<file path="src/rtl/erase_gather_pkg.sv">
package erase_gather_pkg;

  // Control states of the collection window.
  typedef enum logic [1:0] {
    ST_IDLE    = 2'd0,
    ST_COLLECT = 2'd1,
    ST_BUSY    = 2'd2
  } gatherState_e;

  // Strobes from the control path into the datapath.
  typedef struct packed {
    logic loadFirst;   // mask <= one-hot of the request
    logic addSector;   // mask <= mask | one-hot of the request
    logic loadAll;     // mask <= all ones (chip erase)
    logic clearMask;   // mask <= 0
    logic timerClear;  // counter <= 0
    logic timerStep;   // counter <= counter + 1
  } dpStrobe_t;

endpackage

</file>
<file path="src/rtl/erase_gather_dp.sv">
module erase_gather_dp
  import erase_gather_pkg::*;
#(
  parameter int NUM_SECTORS   = 16,
  parameter int WINDOW_CYCLES = 10000,
  localparam int IDX_W = $clog2(NUM_SECTORS),
  localparam int CNT_W = $clog2(WINDOW_CYCLES + 1)
) (
  input  logic                   clk,
  input  logic                   rst,
  input  dpStrobe_t              strobe,
  input  logic [IDX_W-1:0]       secReqIdx,
  output logic [NUM_SECTORS-1:0] sectorMask,
  output logic                   timerExpired
);

  logic [NUM_SECTORS-1:0] secOneHot;
  logic [CNT_W-1:0]       quietCount;

  // Decoder from sector index to one mask bit.
  for (genvar g = 0; g < NUM_SECTORS; g++) begin : gen_decode
    assign secOneHot[g] = (secReqIdx == IDX_W'(g));
  end

  // Mask register.
  always_ff @(posedge clk) begin
    if (rst) begin
      sectorMask <= '0;
    end else if (strobe.clearMask) begin
      sectorMask <= '0;
    end else if (strobe.loadAll) begin
      sectorMask <= '1;
    end else if (strobe.loadFirst) begin
      sectorMask <= secOneHot;
    end else if (strobe.addSector) begin
      sectorMask <= sectorMask | secOneHot;
    end
  end

  // Count of quiet cycles since the last accepted request.
  always_ff @(posedge clk) begin
    if (rst || strobe.timerClear) begin
      quietCount <= '0;
    end else if (strobe.timerStep) begin
      quietCount <= quietCount + CNT_W'(1);
    end
  end

  assign timerExpired = (quietCount == CNT_W'(WINDOW_CYCLES - 1));

endmodule

</file>
<file path="src/rtl/erase_gather_ctrl.sv">
module erase_gather_ctrl
  import erase_gather_pkg::*;
(
  input  logic      clk,
  input  logic      rst,
  input  logic      secReqValid,
  input  logic      chipReqValid,
  input  logic      eraseDone,
  input  logic      timerExpired,
  output dpStrobe_t strobe,
  output logic      eraseStart,
  output logic      statusBit
);

  gatherState_e state, stateNext;
  logic         startNext;

  always_comb begin
    stateNext = state;
    startNext = 1'b0;
    strobe    = '0;
    unique case (state)
      ST_IDLE: begin
        if (chipReqValid) begin
          strobe.loadAll = 1'b1;
          startNext      = 1'b1;
          stateNext      = ST_BUSY;
        end else if (secReqValid) begin
          strobe.loadFirst  = 1'b1;
          strobe.timerClear = 1'b1;
          stateNext         = ST_COLLECT;
        end
      end
      ST_COLLECT: begin
        if (secReqValid) begin
          strobe.addSector  = 1'b1;
          strobe.timerClear = 1'b1;
        end else if (timerExpired) begin
          startNext = 1'b1;
          stateNext = ST_BUSY;
        end else begin
          strobe.timerStep = 1'b1;
        end
      end
      ST_BUSY: begin
        if (eraseDone) begin
          strobe.clearMask  = 1'b1;
          strobe.timerClear = 1'b1;
          stateNext         = ST_IDLE;
        end
      end
      default: stateNext = ST_IDLE;
    endcase
  end

  always_ff @(posedge clk) begin
    if (rst) begin
      state      <= ST_IDLE;
      eraseStart <= 1'b0;
    end else begin
      state      <= stateNext;
      eraseStart <= startNext;
    end
  end

  assign statusBit = (state == ST_BUSY);

endmodule

</file>
<file path="src/rtl/erase_gather.sv">
module erase_gather
  import erase_gather_pkg::*;
#(
  parameter int NUM_SECTORS   = 16,
  parameter int WINDOW_CYCLES = 10000, // 50 us at 200 MHz
  localparam int IDX_W = $clog2(NUM_SECTORS)
) (
  input  logic                   clk,
  input  logic                   rst,
  input  logic                   secReqValid,
  input  logic [IDX_W-1:0]       secReqIdx,
  input  logic                   chipReqValid,
  input  logic                   eraseDone,
  output logic                   eraseStart,
  output logic [NUM_SECTORS-1:0] eraseMask,
  output logic                   eraseStatus
);

  dpStrobe_t strobe;
  logic      timerExpired;

  erase_gather_ctrl u_ctrl (
    .clk          (clk),
    .rst          (rst),
    .secReqValid  (secReqValid),
    .chipReqValid (chipReqValid),
    .eraseDone    (eraseDone),
    .timerExpired (timerExpired),
    .strobe       (strobe),
    .eraseStart   (eraseStart),
    .statusBit    (eraseStatus)
  );

  erase_gather_dp #(
    .NUM_SECTORS   (NUM_SECTORS),
    .WINDOW_CYCLES (WINDOW_CYCLES)
  ) u_dp (
    .clk          (clk),
    .rst          (rst),
    .strobe       (strobe),
    .secReqIdx    (secReqIdx),
    .sectorMask   (eraseMask),
    .timerExpired (timerExpired)
  );

endmodule

</file>
<file path="config.mk">
export PLATFORM = sky130hd
export DESIGN_NAME = erase_gather
export DESIGN_NICKNAME = d
export VERILOG_FILES = /design/src/rtl/erase_gather_pkg.sv /design/src/rtl/erase_gather_dp.sv /design/src/rtl/erase_gather_ctrl.sv /design/src/rtl/erase_gather.sv
export SDC_FILE = /design/constraint.sdc
export NUM_CORES = 1
export LEC_CHECK = 0
export ABC_CLOCK_PERIOD_IN_PS = 2550
export BUFFER_PORTS_ARGS = -buffer_cell sky130_fd_sc_hd__buf_2
export CAP_MARGIN = 40
export CELL_PAD_IN_SITES_DETAIL_PLACEMENT = 0
export CELL_PAD_IN_SITES_GLOBAL_PLACEMENT = 1
export CORE_AREA = 8 8 71 73
export DETAILED_ROUTE_END_ITERATION = 12
export DIE_AREA = 0 0 79 81
export PLACE_DENSITY = 0.8
export SKIP_LAST_GASP = 1
export SLEW_MARGIN = 0
export SYNTH_ARGS = -nofsm -noshare
export SYNTH_HDL_FRONTEND = slang
export SYNTH_HIERARCHICAL = 1
export SYNTH_SLANG_ARGS = --single-unit
</file>
<file path="constraint.sdc">
create_clock -name clk -period 2.55 [get_ports clk]
set_input_delay 0.3825 -clock clk [delete_from_list [all_inputs] [get_ports clk]]
set_output_delay 0.3825 -clock clk [all_outputs]
set_load 0.01 [all_outputs]
</file>
==> metrics.md, run 1 <==
| Metric | Value |
|---|---|
| Cell leakage power | 0.000670 uW |
| Mapped Cells | around 180 |
| Worst hold path startpoint | rst |
| DR DRC count | 0 |
| Avg WL per Cell | 14.3 um |
| CP Max Fanout | 8 |
| Maxcap violations | 0 |
| Vias in the first global route | 1371 |
| Router iterations before antenna repair | 5 |
| Initial Utilization | between 30% and 40% |
| Crit path DAT | 2.37 ns |
| Reg2reg start | u_dp/quietCount[1] |
| Multi-input logic area | 808 um^2 |
| Mapped Nets | between 150 and 200 |
| WL final | 3.64 mm |
| Setup TNS after final layout | 0 ns |
| Yosys warnings | 6 |
| CP top delay family | simple AND/OR/NAND/NOR gates |
| GRT Total Usage | 12.1% |
| Reg2reg setup slack | between 0.3 and 0.4 ns |
| Required @ worst endpoint | between 2 and 3 ns |
| Post-synthesis cell type count | 38 |
| CP Capture Type | register |
| Worst r2r dst | u_dp/quietCount[9] |
| Crit path launch | u_dp/quietCount[1] |
| H-tree Lvls | 2 |
| Worst Max-Slew Pin Slew | 0.542 ns |
| Flop and latch count out of synthesis | 33 |
| Hold Crit Endpoint | u_ctrl/state[1] |
| Final #Nets | 214 |
| Seq/Total Area, Yosys | 43.0% |
| Layout cells sized above 1 | roughly a fifth |
| EDFF count, synth | 0 |
| Site Rows | 23 |
| Startpoint Class | register |
| Worst path bufs/invs | 1 |
| Worst-path cell chain | ha_1 > nor4bb_1 > nand2_1 > nor4b_1 > nor4_1 > buf_4 > nand4_2 > or4_1 > a21oi_1 |
| Port-buffer cells | 26 |
| Hold Path Stages | 2 |
| Clock Pin Slew Worst Setup and Hold Paths | approximately 0.060 ns |
| Total gr overflow | 0 |
| Worst R2R Path Depth | 9 |
| Core Area | 3910 um^2 |
| Fin crit period | ~2.2 ns |
| Remaining antenna violation count | 0 |
| I/O Pins | 27 |
| Layout area overhead | 16.0% |
| Fill count | 409 |
| Slew Limit Fails | 0 |
| Max Root-Sink Buffers | 2 |
| Worst min path class | in -> reg |
| Asr flop ratio synth | 0% |
| Clk root buf | clkbuf_8 |
| # setup viols final | 0 |
| Die Wd | 79 um |
| Fmax | 450 MHz |
| ANT cells | 0 |
| Relative slew slack | between 60% and 70% |
| Hold_buf cts | 0 |
| Crit-path max cell delay | 0.43 ns |
| Status | finished, final reports clean |
| Pwr/cell area | 627 nW/um^2 |
| CTS Buf Count | 5 |
| # clock sinks | 33 |
| Iteration-0 DRC Markers | 90 |
| Routability cong. | 0.793 |
| Clk_skew | 0.00397 ns |
| DR vias/cell | 5.62 |
| Die area | 6400 um^2 |
| Hold Fails Final Rpt | 0 |
| Unrepaired setup endpoints after global routing | false |
| Via count | 1427 |
| Die H | roughly 81 um |
| Syn_area_per_cell | 8.58 um^2 |
| Overall Power | 1120 uW |
| Post-CTS Setup Bufs | 0 |
| Tcrit/Tclk final | 87.1% |
| Seq. cell area | 661 um^2 |
| Predominant post-synthesis flop cell | dfxtp_1 |
| Initial antenna violation count | 0 |
| CTS tree | yes |
| DP HPWL | approximately 2.6 mm |
| Slowest CP cell | dfxtp_1 |
| Synthesized area | 1540 um^2 |
| First-pass GRT wire length | 6.23 mm |
| Max IR drop VDD | 0.366 mV |
| CTS resizes | 0 |
| Clock Latency Late Sink | 0.28 ns |
| Pin count of the biggest net entering global routing | 17 |
| Crit path kind | reg -> reg |
where the power goes:
part	internal [uW]	switching (uW)	leakage, uW
combinational	64.6	93.5	0.000356
clock	214	180	0.0000443
sequential	546	18.1	0.000270
total	825	292	0.000670
metrics by stage:
| step | hold WS (ns) | setup slack, ns | util (%) | area [um^2] | cells |
|---|---|---|---|---|---|
| after global placement | 0.461 | 0.450 | 43.3 | 1700 | 247 |
| after floorplan | 0.439 | 0.556 | - | 1540 | 179 |
| after detailed placement | 0.468 | 0.357 | 43.3 | 1700 | 247 |
| after CTS | 0.351 | 0.337 | 45.5 | 1780 | 254 |
| after global routing | 0.362 | 0.0944 | 45.5 | 1780 | 254 |
| final | 0.349 | 0.328 | 45.5 | 1780 | 254 |
synthesized netlist by cell type (all sizes together), types with 5 or more instances:
library cell,instances,area (um^2)
nand2,8,30.0
nand3,6,30.0
nor2,10,37.5
a21oi,35,175
dfxtp,33,661
nor2b,5,31.3
clkbuf,8,30.0
nand4,10,75.1
or3,12,75.1
or4,5,37.5
o21ai,5,25.0
cell families after synthesis:
logic type / Yosys count / synth area share [%]
AO/OA/AOI/OAI: 52 / 19.5
XOR/XNOR: 4 / 2.28
adder cells (fa/ha/maj): 1 / 0.814
buffers and inverters: 14 / 4.40
flip-flops: 33 / 43.0
multiplexers: 3 / 1.95
AND/OR/NAND/NOR: 72 / 28.0
flip-flops by register name (all words and copies together), names as in the netlist:
| name | flops |
|---|---|
| u_dp/sectorMask | 16 |
| u_ctrl/state | 2 |
| u_dp/quietCount | 14 |
| u_ctrl/eraseStart | 1 |
cell type report:
type	count	share of cell area, %
Clock buffer	7	4.85
Inverter	3	0.632
Multi-Input combinational cell	132	45.4
Sequential cell	33	37.1
Tap cell	50	3.51
Timing Repair Buffer	29	8.57
per-layer routing:
| layer | up-vias | part of all wire [%] | track usage [%] |
|---|---|---|---|
| met2 | 39 | 46 | 18.9 |
| met4 | 0 | 1.6 | 5.37 |
| met3 | 6 | 8.0 | 4.97 |
| met1 | 672 | 44 | 14.2 |
| met5 | - | 0 | 0 |
| li1 | 710 | - | - |
cell usage in the layout, fill, tap and decap left out, types with 5 or more instances in the layout:
cell and n:
a21oi_1 35, dfxtp_1 33, buf_2 26, or3_1 12, nor2_1 10, nand2_1 8, nand4_1 8, clkbuf_8 6
nand3_1 6, nor2b_1 5, or4_1 5
worst reg2reg max path, delay by kind of cell, from the launching register on:
family | cells | cell delay [ns]
AOI/OAI and AO/OA | 1 | 0.06
DFF | 1 | 0.43
adders and majority gates | 1 | 0.25
and+or+nand+nor | 6 | 1.17
buffers and inverters | 1 | 0.18
how the worst max path moves through the flow:
| stage | endpoint | slack [ns] | cells after the start |
|---|---|---|---|
| after floorplan | u_dp/quietCount[10] | 0.56 | 9 |
| after global placement | u_dp/quietCount[10] | 0.45 | 9 |
| after detailed placement | u_dp/quietCount[12] | 0.36 | 9 |
| after CTS | u_dp/quietCount[13] | 0.34 | 9 |
| after global routing | u_dp/quietCount[12] | 0.09 | 9 |
| final | u_dp/quietCount[9] | 0.33 | 9 |
Power figures use the tool's default switching activity.
==> run 2, diff against run 1 <==
--- a/config.mk
+++ b/config.mk
@@ -6,16 +6,15 @@
 export NUM_CORES = 1
 export LEC_CHECK = 0
 export ABC_CLOCK_PERIOD_IN_PS = 2550
-export BUFFER_PORTS_ARGS = -buffer_cell sky130_fd_sc_hd__buf_2
+export BUFFER_PORTS_ARGS = -buffer_cell sky130_fd_sc_hd__buf_4
 export CAP_MARGIN = 40
 export CELL_PAD_IN_SITES_DETAIL_PLACEMENT = 0
 export CELL_PAD_IN_SITES_GLOBAL_PLACEMENT = 1
 export CORE_AREA = 8 8 71 73
 export DETAILED_ROUTE_END_ITERATION = 12
 export DIE_AREA = 0 0 79 81
-export PLACE_DENSITY = 0.8
+export PLACE_DENSITY_LB_ADDON = 0.1
 export SKIP_LAST_GASP = 1
-export SLEW_MARGIN = 0
 export SYNTH_ARGS = -nofsm -noshare
 export SYNTH_HDL_FRONTEND = slang
 export SYNTH_HIERARCHICAL = 1
==> run 2 against run 1 <==
Sequential power is essentially flat. Final cell count grew 0.39%. Via count fell by 4.0%. Count of clock-buffer cells in the layout is 1 higher. Global-route usage decreased by 0.68 points. Non-clock buffer count did not move. Power decreased by 0.85%. Register-to-register slack worse by 0.03 ns. Fmax fell by 1.4%. Sequential cell count unchanged. Final area grew 3.3%. Setup slack worse by 0.031 ns.
==> metrics.md, run 2 (synthesized netlist as in run 1, its figures left out) <==
| Metric | Value |
|---|---|
| Final #Nets | 214 (unchanged) |
| Top flop regs | u_dp/sectorMask x16, u_dp/quietCount x14, u_ctrl/state x2 |
| Setup TNS after final layout | 0 ns (unchanged) |
| Iteration-0 DRC Markers | 89 (-1.1%) |
| Unrepaired setup endpoints after global routing | false |
| Clock Latency Late Sink | 0.27 ns (about the same) |
| # clock sinks | 33 (unchanged) |
| Commonest non-fill, non-tap cell in the layout | a21oi_1 |
| Die H | 81 um (unchanged) |
| DR vias/cell | 5.37 (-4.4%) |
| Pin count of the biggest net entering global routing | 17 (unchanged) |
| ANT cells | 0 (unchanged) |
| # setup viols final | 0 (unchanged) |
| Crit path DAT | 2.45 ns (+0.08 ns) |
| Worst-path cell chain | ha_1 > nor4bb_1 > nand2_1 > nor4b_1 > nor4_1 > buf_4 > nand4_2 > or4_1 > a21oi_1 |
| Fill count | 419 (+2.4%) |
| CTS resizes | 0 (unchanged) |
| Routability cong. | 0.754 (-4.9%) |
| Most frequent cells in the layout | 35 x a21oi_1, 33 x dfxtp_1, 29 x buf_4 |
| Clock Pin Slew Worst Setup and Hold Paths | 0.06 ns (about the same) |
| Clk_skew | 0.00263 ns (-0.00133 ns) |
| Total gr overflow | 0 (unchanged) |
| Max IR drop VDD | 0.267 mV (-27%) |
| DR DRC count | 0 (unchanged) |
| Worst hold path startpoint | rst |
| Status | finished, final reports clean |
| Cell leakage power | 0.000677 uW (+1.0%) |
| Die area | 6400 um^2 (unchanged) |
| Hold Crit Endpoint | u_ctrl/state[1] |
| GRT Total Usage | 11.4% (-0.68 points) |
| CP Capture Type | register |
| Remaining antenna violation count | 0 (unchanged) |
| Fin crit period | 2.25 ns (+0.0311 ns) |
| First-pass GRT wire length | 5.95 mm (-4.4%) |
| Layout cells sized above 1 | 20.0% (-0.59 points) |
| Reg2reg setup slack | 0.30 ns (-0.03 ns) |
| Startpoint Class | register |
| Post-CTS Setup Bufs | 0 (unchanged) |
| Slew Limit Fails | 0 (unchanged) |
| Core Area | 3910 um^2 (unchanged) |
| Site Rows | 23 (unchanged) |
| Initial Utilization | 39.3% (unchanged) |
| Largest register by flop count | u_dp/sectorMask |
| Worst r2r dst | u_dp/quietCount[11] |
| Tcrit/Tclk final | 88.3% (+1.2 points) |
| CTS Buf Count | 5 (unchanged) |
| Fin area | 1840 um^2 (+3.3%) |
| Hold Path Stages | 2 (unchanged) |
| Vias in the first global route | 1365 (-0.44%) |
| Pwr/cell area | 602 nW/um^2 (-4.0%) |
| Relative slew slack | 63.6% (-0.25 points) |
| WL final | 3.49 mm (-4.3%) |
| Hold_buf cts | 0 (unchanged) |
| Clk root buf | clkbuf_8 |
| Router iterations before antenna repair | 4 (-1) |
| Largest register FFs | 16 (unchanged) |
| I/O Pins | 27 (unchanged) |
| Hold Fails Final Rpt | 0 (unchanged) |
| Reg2reg start | u_dp/quietCount[0] |
| Worst min path class | in -> reg |
| Layout area overhead | 19.8% |
| Crit-path max cell delay | 0.52 ns (+0.09 ns) |
| CTS tree | yes |
| Maxcap violations | 0 (unchanged) |
| Avg WL per Cell | 13.7 um (-4.7%) |
| Crit path kind | reg -> reg |
| Slowest CP cell | or4_1 |
| Max Root-Sink Buffers | 2 (unchanged) |
| Placed cell area | 1760 um^2 (+3.8%) |
| Fmax | 444 MHz (-1.4%) |
| DP HPWL | 2.61 mm (+0.53%) |
| H-tree Lvls | 2 (unchanged) |
| Required @ worst endpoint | 2.75 ns (+0.05 ns) |
| Worst Max-Slew Pin Slew | 0.545 ns (+0.00378 ns) |
| Port-buffer cells | 26 (unchanged) |
| Die Wd | 79 um (unchanged) |
| Initial antenna violation count | 0 (unchanged) |
| Worst R2R Path Depth | 9 (unchanged) |
| Via count | 1370 (-4.0%) |
| CP Max Fanout | 8 (unchanged) |
[run 2: cell types whose count changed in the layout (fill, tap and decap cells not counted), sizes merged]
| cell | before | now |
|---|---|---|
| clkbuf | 7 | 8 |
[run 2: worst max-delay path by stage]
| stage | start | endpoint | slack [ns] | cells after the start |
|---|---|---|---|---|
| 2_1_floorplan | u_dp/quietCount[0] | u_dp/quietCount[10] | 0.56 | 9 |
| 3_3_place_gp | u_dp/quietCount[0] | u_dp/quietCount[12] | 0.41 | 9 |
| 3_5_place_dp | u_dp/quietCount[0] | u_dp/quietCount[11] | 0.28 | 9 |
| 4_1_cts | u_dp/quietCount[0] | u_dp/quietCount[11] | 0.29 | 9 |
| 5_1_grt | u_dp/quietCount[0] | u_dp/quietCount[12] | 0.09 | 9 |
| 6_report | u_dp/quietCount[0] | u_dp/quietCount[11] | 0.30 | 9 |
[run 2: final cells by class]
cell class / count / area [um^2] / area share [%]
Multi-Input combinational cell: 132 / 808 / 43.9
Sequential cell: 33 / 661 / 35.9
Timing Repair Buffer: 29 / 218 / 11.8
Tap cell: 50 / 62.6 / 3.40
Clock buffer: 8 / 80.1 / 4.35
Inverter: 3 / 11.3 / 0.612
[run 2: layer usage]
metal	track usage [%]	share of wire (%)	wire, um
met5	0	0	0
met4	5.37	1.1	38
met3	3.75	6.6	229
met2	19.1	45	1580
met1	12.9	47	1640
[run 2: critical path, delay by kind of cell, from the launching register on]
family / cells / cell delay (ns)
buffers and inverters: 1 / 0.21
and+or+nand+nor: 6 / 1.19
AOI/OAI and AO/OA: 1 / 0.16
adders and majority gates: 1 / 0.26
DFF: 1 / 0.36
[run 2: where the power goes]
part / switching [uW] / total (uW) / internal (uW)
sequential: 18.8 / 565 / 546
clock: 176 / 370 / 194
combinational: 89.8 / 173 / 82.7
total: 285 / 1110 / 823
[run 2: through the flow]
stage                     instances  power (uW)  worst slack, ns  hold slack [ns]  util [%]
after floorplan                 179         677            0.556            0.439         -
after global placement          247         750            0.413            0.467      45.0
after detailed placement        247         752            0.279            0.472      45.0
after CTS                       255        1130            0.295            0.299      47.0
after global routing            255        1170           0.0899            0.304      47.0
final                           255        1110            0.297            0.311      47.0
